### src/rtl/aux_mon_pkg.sv
package aux_mon_pkg;

    typedef enum logic [1:0] {
        ST_IDLE      = 2'd0,
        ST_WAIT_SYNC = 2'd1,
        ST_MEASURE   = 2'd2
    } mon_state_t;

    localparam int IDX_BUSY    = 0;
    localparam int IDX_ERR_CNT = 1;
    localparam int IDX_REQ_CNT = 2;
    localparam int IDX_HALF    = 3;
    localparam int IDX_CMD     = 4;
    localparam int IDX_ADDR    = 5;
    localparam int IDX_LEN     = 6;

endpackage

### src/rtl/aux_mon_fsm.sv
module aux_mon_fsm
    import aux_mon_pkg::*;
(
    input  logic clk,
    input  logic rst_n,
    input  logic req_start,
    input  logic req_end,
    input  logic sync_edge,
    output logic busy,
    output logic armed,
    output logic begin_req,
    output logic finish_req
);

    mon_state_t state_q, state_d;

    always_ff @(posedge clk) begin
        if (!rst_n) state_q <= ST_IDLE;
        else        state_q <= state_d;
    end

    always_comb begin
        state_d = state_q;
        unique case (state_q)
            ST_IDLE:      if (req_start) state_d = ST_WAIT_SYNC;
            ST_WAIT_SYNC: if (req_end)   state_d = ST_IDLE;
                          else if (sync_edge) state_d = ST_MEASURE;
            ST_MEASURE:   if (req_end)   state_d = ST_IDLE;
            default:      state_d = ST_IDLE;
        endcase
    end

    always_comb begin
        busy       = (state_q != ST_IDLE);
        armed      = (state_q == ST_MEASURE);
        begin_req  = (state_q == ST_IDLE) && req_start;
        finish_req = (state_q != ST_IDLE) && req_end;
    end

endmodule

### src/rtl/aux_mon_sat_cnt.sv
module aux_mon_sat_cnt #(
    parameter int WIDTH = 8
) (
    input  logic             clk,
    input  logic             rst_n,
    input  logic             clr,
    input  logic             inc,
    output logic [WIDTH-1:0] count
);

    localparam logic [WIDTH-1:0] TOP = '1;

    always_ff @(posedge clk) begin
        if (!rst_n || clr)          count <= '0;
        else if (inc && count != TOP) count <= count + 1'b1;
    end

endmodule

### src/rtl/aux_mon_halfper.sv
module aux_mon_halfper #(
    parameter int HALF_W = 10
) (
    input  logic              clk,
    input  logic              rst_n,
    input  logic              begin_req,
    input  logic              busy,
    input  logic              armed,
    input  logic              sync_edge,
    output logic [HALF_W-1:0] interval
);

    localparam logic [HALF_W-1:0] CLAMP = '1;
    localparam logic [HALF_W-1:0] ONE   = HALF_W'(1);

    logic [HALF_W-1:0] run_q;

    always_ff @(posedge clk) begin
        if (!rst_n || begin_req) begin
            run_q    <= '0;
            interval <= '0;
        end else if (busy && sync_edge) begin
            if (armed) interval <= run_q;
            run_q <= ONE;
        end else if (armed && run_q != CLAMP) begin
            run_q <= run_q + 1'b1;
        end
    end

endmodule

### src/rtl/aux_req_monitor.sv
module aux_req_monitor
    import aux_mon_pkg::*;
#(
    parameter int CMD_W     = 4,
    parameter int ADDR_W    = 20,
    parameter int I2C_W     = 7,
    parameter int LEN_W     = 4,
    parameter int REQ_CNT_W = 8,
    parameter int ERR_CNT_W = 4,
    parameter int HALF_W    = 10,
    parameter int RIDX_W    = 3,
    parameter int DATA_W    = 32
) (
    input  logic              clk,
    input  logic              rst_n,
    input  logic              req_start,
    input  logic              req_end,
    input  logic              req_err,
    input  logic              sync_edge,
    input  logic [CMD_W-1:0]  req_cmd,
    input  logic [ADDR_W-1:0] req_addr,
    input  logic [LEN_W-1:0]  req_len,
    input  logic              req_addr_only,
    input  logic [RIDX_W-1:0] reg_addr,
    input  logic              reg_wr,
    output logic [DATA_W-1:0] reg_rdata
);

    localparam logic [ADDR_W-1:0] I2C_MASK = ADDR_W'((1 << I2C_W) - 1);

    logic                 busy, armed, begin_req, finish_req, clr;
    logic [REQ_CNT_W-1:0] req_cnt;
    logic [ERR_CNT_W-1:0] err_cnt;
    logic [HALF_W-1:0]    interval;
    logic [HALF_W-1:0]    half_q;
    logic [CMD_W-1:0]     cmd_q;
    logic [ADDR_W-1:0]    addr_q;
    logic [LEN_W-1:0]     len_q;

    assign clr = reg_wr && (reg_addr == RIDX_W'(IDX_REQ_CNT));

    aux_mon_fsm u_fsm (
        .clk        (clk),
        .rst_n      (rst_n),
        .req_start  (req_start),
        .req_end    (req_end),
        .sync_edge  (sync_edge),
        .busy       (busy),
        .armed      (armed),
        .begin_req  (begin_req),
        .finish_req (finish_req)
    );

    aux_mon_sat_cnt #(.WIDTH(REQ_CNT_W)) u_req_cnt (
        .clk   (clk),
        .rst_n (rst_n),
        .clr   (clr),
        .inc   (finish_req),
        .count (req_cnt)
    );

    aux_mon_sat_cnt #(.WIDTH(ERR_CNT_W)) u_err_cnt (
        .clk   (clk),
        .rst_n (rst_n),
        .clr   (clr),
        .inc   (req_err),
        .count (err_cnt)
    );

    aux_mon_halfper #(.HALF_W(HALF_W)) u_halfper (
        .clk       (clk),
        .rst_n     (rst_n),
        .begin_req (begin_req),
        .busy      (busy),
        .armed     (armed),
        .sync_edge (sync_edge),
        .interval  (interval)
    );

    always_ff @(posedge clk) begin
        if (!rst_n) begin
            cmd_q  <= '0;
            addr_q <= '0;
            len_q  <= '0;
            half_q <= '0;
        end else if (finish_req) begin
            cmd_q  <= req_cmd;
            addr_q <= req_cmd[CMD_W-1] ? req_addr : (req_addr & I2C_MASK);
            len_q  <= req_addr_only ? '0 : req_len;
            half_q <= interval;
        end
    end

    always_comb begin
        reg_rdata = '0;
        case (int'(reg_addr))
            IDX_BUSY:    reg_rdata[0]           = busy;
            IDX_ERR_CNT: reg_rdata[ERR_CNT_W-1:0] = err_cnt;
            IDX_REQ_CNT: reg_rdata[REQ_CNT_W-1:0] = req_cnt;
            IDX_HALF:    reg_rdata[HALF_W-1:0]  = half_q;
            IDX_CMD:     reg_rdata[CMD_W-1:0]   = cmd_q;
            IDX_ADDR:    reg_rdata[ADDR_W-1:0]  = addr_q;
            IDX_LEN:     reg_rdata[LEN_W-1:0]   = len_q;
            default:     reg_rdata = '0;
        endcase
    end

endmodule

### config.mk
export PLATFORM = sky130hd
export DESIGN_NAME = aux_req_monitor
export DESIGN_NICKNAME = d
export VERILOG_FILES = /design/src/rtl/aux_mon_pkg.sv /design/src/rtl/aux_mon_fsm.sv /design/src/rtl/aux_mon_sat_cnt.sv /design/src/rtl/aux_mon_halfper.sv /design/src/rtl/aux_req_monitor.sv
export SDC_FILE = /design/constraint.sdc
export NUM_CORES = 1
export LEC_CHECK = 0
export ABC_AREA = 1
export BUFFER_PORTS_ARGS = -buffer_cell sky130_fd_sc_hd__buf_2
export CAP_MARGIN = 25
export CORE_MARGIN = 1.5
export CORE_UTILIZATION = 59
export CTS_BUF_LIST = sky130_fd_sc_hd__clkbuf_4 sky130_fd_sc_hd__clkbuf_8 sky130_fd_sc_hd__clkbuf_16
export CTS_CLUSTER_SIZE = 25
export DETAILED_ROUTE_END_ITERATION = 10
export PLACE_DENSITY = 0.95
export SYNTH_ARGS = -nofsm -noshare
export SYNTH_HDL_FRONTEND = slang
export SYNTH_SLANG_ARGS = --single-unit
### constraint.sdc
create_clock -name clk -period 4.1 [get_ports clk]
set_clock_uncertainty 0.1 [all_clocks]
set_input_delay 0.205 -clock clk [delete_from_list [all_inputs] [get_ports clk]]
set_output_delay 0.205 -clock clk [all_outputs]
set_load 0.02 [all_outputs]
[Word-level counts from Yosys, hierarchy flattened]
Cells that the tools add are included.
Operators by class
  add/sub/neg operators: 3
  equality and inequality tests: 14
  muxes and demuxes: 14
  reductions and logical operators: 17
Operators by type and width (count)
  $mux W20: 1
  $pmux W3 S6: 1
  $pmux W4 S3: 1
  $add A10 B1 Y10 const B: 1
  $mux W10: 1
  $ne A10 B10 Y1 const B: 1
  $eq A3 B3 Y1 const B: 3
  $add A8 B1 Y8 const B: 1
  $mux W2: 4
  $ne A8 B8 Y1 const B: 1
  $logic_and A1 B1 Y1: 7
  $pmux W1 S7: 1
  $eq A3 B2 Y1 const B: 2
  $pmux W2 S3: 1
  $add A4 B1 Y4 const B: 1
  $mux W4: 1
  $ne A2 B2 Y1 const B: 2
  $ne A4 B4 Y1 const B: 1
  $pmux W2 S2: 1
  $reduce_bool A2 Y1: 2
  $eq A3 B1 Y1 const B: 1
  $logic_not A3 Y1: 1
  $ne A3 B3 Y1 const B: 1
  $reduce_and A3 Y1: 1
  other kinds (8): 10
Storage, ports and cells
  register bits: 72
  input port bits: 39
  output and inout port bits: 32
  word-level logic and storage cells: 58

[Longest topological paths before layout]
  word-level depth: 4
  depth in mapped cells: 9
  gate-level depth less buffers: 9

[Cells and area by module]
A second synthesis with hierarchy kept.
Unflattened totals
  cell total of the unflattened synthesis: 549
  area total of the unflattened synthesis: 3679.8 um^2
By module, submodules not included
  aux_req_monitor: times used 1, cells each 291, area an instance 1931.9 um^2
  aux_mon_halfper: times used 1, cells each 137, area an instance 972.2 um^2
  aux_mon_sat_cnt (u_req_cnt): times used 1, cells each 71, area an instance 456.7 um^2
  aux_mon_sat_cnt (u_err_cnt): times used 1, cells each 31, area an instance 201.4 um^2
  aux_mon_fsm: times used 1, cells each 19, area an instance 117.6 um^2

[Worst setup path before layout]
Ideal clock, no wire load.
  path kind: reg-to-reg
  start point: register u_halfper.run_q[0]
  end point: register u_halfper.run_q[1]
  data arrival time: 1209 ps
  required time: 3884 ps
  slack: 2675 ps
  cell stages (with the launch flop): 9
  clock period less this slack: 1425 ps
  cells stage by stage: dfxtp_1 -> ha_1 -> inv_1 -> nor2_2 -> nand3_2 -> nand2_2 -> inv_1 -> nor2_1 -> nor2_1
On the way
  word-level cells in the longest chain between the ends: 2
Ends and longest elaborated chain
  start: declaration: RTL line aux_mon_halfper.sv:16  | logic [HALF_W-1:0] run_q;
  start signal: assignment: RTL line aux_mon_halfper.sv:26  | run_q <= run_q + 1'b1;
  branches (longest 2 deep; another with $add A10 B1 Y10)
Parallel ways; which one is timed is not known.
A chain may end at the register's enable or synchronous reset.

[Worst setup path in the final report]
  start point: register u_fsm.state_q[0]
  end point: register u_req_cnt.count[2]
On the way
  word-level cells in the longest chain between the ends: 3
Ends and longest elaborated chain
  start: declaration: RTL line aux_mon_fsm.sv:15  | mon_state_t state_q, state_d;
  start signal: assignment: RTL line aux_mon_fsm.sv:19  | else state_q <= state_d;
  $reduce_bool A2 Y1: RTL line aux_mon_fsm.sv:37  | finish_req = (state_q != ST_IDLE) && req_end;
  $logic_and A1 B1 Y1: RTL line aux_mon_fsm.sv:37
  $logic_and A1 B1 Y1: RTL line aux_mon_sat_cnt.sv:15  | else if (inc && count != TOP) count <= count + 1'b1;
  end signal: assignment: RTL line aux_mon_sat_cnt.sv:15
  end: declaration: RTL line aux_mon_sat_cnt.sv:8  | output logic [WIDTH-1:0] count
No other way between the ends.

==> reports/metrics.csv <==
metric;value;unit
status;completed;
number of flops mapped to enable cells by yosys;0;
RSZ-0062 raised after global routing;false;
final wirelength;8240;microns
syn_area_per_cell;7.22;sq um
std cell rows;28;
WP data arrival;2.10;ns
register bit total from synthesis;72;
GRT overflow;0;
Rel. slew slack;39.4;%
die area;6530;sq um
critical path class;reg -> reg;
synthesized instance count;495;
sequential fraction of the synthesis area;40.4;%
final worst slack;2.15;ns
Least-Margin Pin Slew;0.909;ns
CP cell instances;nor2_2 -> inv_2 -> nand2_4 -> inv_4 -> nand2_2 -> inv_2 -> nand3_1 -> nand2_1 -> nor2_1;
vias per cell;5.42;
worst min path class;in -> reg;
top_reg_cell synth;dfxtp_1;
worst vdd ir;0.287;mV
starting density of the core;60.7;%
Crit Path Max Fanout;48;
initial drt markers;409;
drt pass-1 iters;5;
clk sink count;72;
initial antenna violation count;0;
worst slack, placed;2.19;ns
YS warnings;0;
Min Hold Slack;0.00435;ns
ys async rst share;0;%
part of the cycle the worst path needs;47.7;%
Max Transition Viols Final;0;
number of diodes;0;
Layout area overhead;12.6;%
leakage;1.66;nW
most common cell after layout, fill and taps aside;nand2_1;
largest net degree at the start of global routing;49;
max incr delay on CP;0.45;ns
share of layout cells above drive strength 1;20.9;%
per-cell routed wire length;13.2;microns
Die Ht;80.8;microns
Distinct cells, synth;38;
TritonCTS clock tree;done;
# port buffers;58;
clock latency on the worst-skew pair;0.34;ns
max_cap viols;0;
Final GP Congestion;0.927;
startpoint type of the worst setup path;flop;
commonest non-fill, non-tap cells in the layout;nand2_1, dfxtp_1, nor2_1;
core area;5890;sq um
Num CTS Buffers;9;
final setup violation count;0;
CTS H-tree depth;3;
Final HPWL DP;5720;microns
Fin Setup TNS;0;ns
CTS root buf;clkbuf_8;
most used cell, CP;inv_2;
final layout net count;588;
clock period minus worst slack;1.95;ns
number of cells in the finished layout apart from fillers;626;
DRC;0;
die extent in x;80.8;microns
clk buf depth;2;
Mapped Area;3570;sq um
first-pass GRT wire length;13400;microns
maximum clock rate;0.512;GHz
ANT nets after route;0;
pwr/cell area;376;nW/um^2
clk slew on worst S/H paths;0.09;ns
vias in the first global route;3003;
via count;3394;
Critical Path End Type;flop;
Resized cells post-CTS;0;
CP max-delay cell;inv_4;
GRT Total Usage;26.2;%
final hold violations;0;
IO Pins;71;
Worst EP required;4.25;ns
Placed Instances;609;
worst paths after layout:
kind | cells past startpoint | startpoint | end | slack [ns]
min | 3 | req_addr[18] | addr_q[18] | 0.004
max | 9 | u_fsm.state_q[0] | u_req_cnt.count[2] | 2.15
min reg2reg | 2 | u_halfper.interval[6] | half_q[6] | 0.36
max reg2reg | 9 | u_fsm.state_q[0] | u_req_cnt.count[2] | 2.15
power by group:
group / switching, mW / internal [mW]
clock: 0.274 / 0.362
sequential: 0.0132 / 0.721
combinational: 0.100 / 0.0436
total: 0.387 / 1.13
layer usage:
metal	up-vias	GRT usage, %	routed length (microns)
met2	172	41.5	3870
met3	23	5.96	570
li1	1667	-	-
met1	1532	34.7	3600
met5	-	0	0
met4	0	10.3	204
cell usage after synthesis (2+ instances only):
| cell type | instances | area, sq um |
|---|---|---|
| nor2_2 | 2 | 12.5 |
| inv_2 | 7 | 26.3 |
| o21ai_1 | 4 | 20.0 |
| dfxtp_1 | 72 | 1440 |
| nor3_1 | 4 | 20.0 |
| a21oi_1 | 38 | 190 |
| nand3_2 | 13 | 130 |
| nand3_1 | 22 | 110 |
| o21ai_0 | 26 | 130 |
| buf_2 | 9 | 45.0 |
| buf_6 | 2 | 22.5 |
| nand2_2 | 2 | 12.5 |
| nand2_1 | 96 | 360 |
| xor2_1 | 3 | 26.3 |
| ha_1 | 3 | 37.5 |
| o211ai_1 | 4 | 30.0 |
| inv_1 | 63 | 236 |
| a211oi_1 | 12 | 90.1 |
| buf_4 | 12 | 90.1 |
| nor2_1 | 65 | 244 |
| a21oi_2 | 11 | 96.3 |
| nand4_1 | 6 | 37.5 |
| clkbuf_1 | 4 | 15.0 |
sequential cells by signal (all words and copies together) (netlist names):
| signal | cells |
|---|---|
| addr_q | 20 |
| u_halfper.interval | 10 |
| u_req_cnt.count | 8 |
| half_q | 10 |
| u_halfper.run_q | 10 |
| u_err_cnt.count | 4 |
| cmd_q | 4 |
| u_fsm.state_q | 2 |
| len_q | 4 |
worst max-delay path: cells and delay by family (launching register included):
| kind | cells | cell delay (ns) |
|---|---|---|
| buffers and inverters | 3 | 0.67 |
| and+or+nand+nor | 6 | 0.64 |
| DFF | 1 | 0.41 |
stage by stage:
stage	cell area, sq um	utilization [%]	power (mW)
after global placement	3790	64.3	0.883
after CTS	4010	68.2	1.51
after detailed placement	3790	64.3	0.889
after floorplan	3610	-	0.859
final	4020	68.4	1.51
after global routing	4020	68.4	1.57
repair_timing:
item,in CTS,in global routing
hold buffers,0,1
setup endpoints to repair,0,0
buffers inserted,0,0
endpoints found under the hold margin,0,1
logic make-up (layout without fill, tap and decap cells):
family,count (synthesis),in the layout,share of synthesized area [%]
compound gates,99,99,16.7
xor+xnor,4,4,0.981
fa+ha+maj,3,3,1.05
buf+inv,101,146,13.5
flops,72,72,40.4
other cells,1,12,0.105
simple gates,215,215,27.4
final cells by class:
class                           instances  area [sq um]
Inverter                               71           269
Tap cell                               75          93.8
Timing Repair Buffer                   59           300
Sequential cell                        72          1440
Multi-Input combinational cell        333          1690
Clock buffer                           10           138
Clock inverter                          6          90.1
Fill cell                             454          1860
No activity file was read; power rests on OpenSTA's default activity.
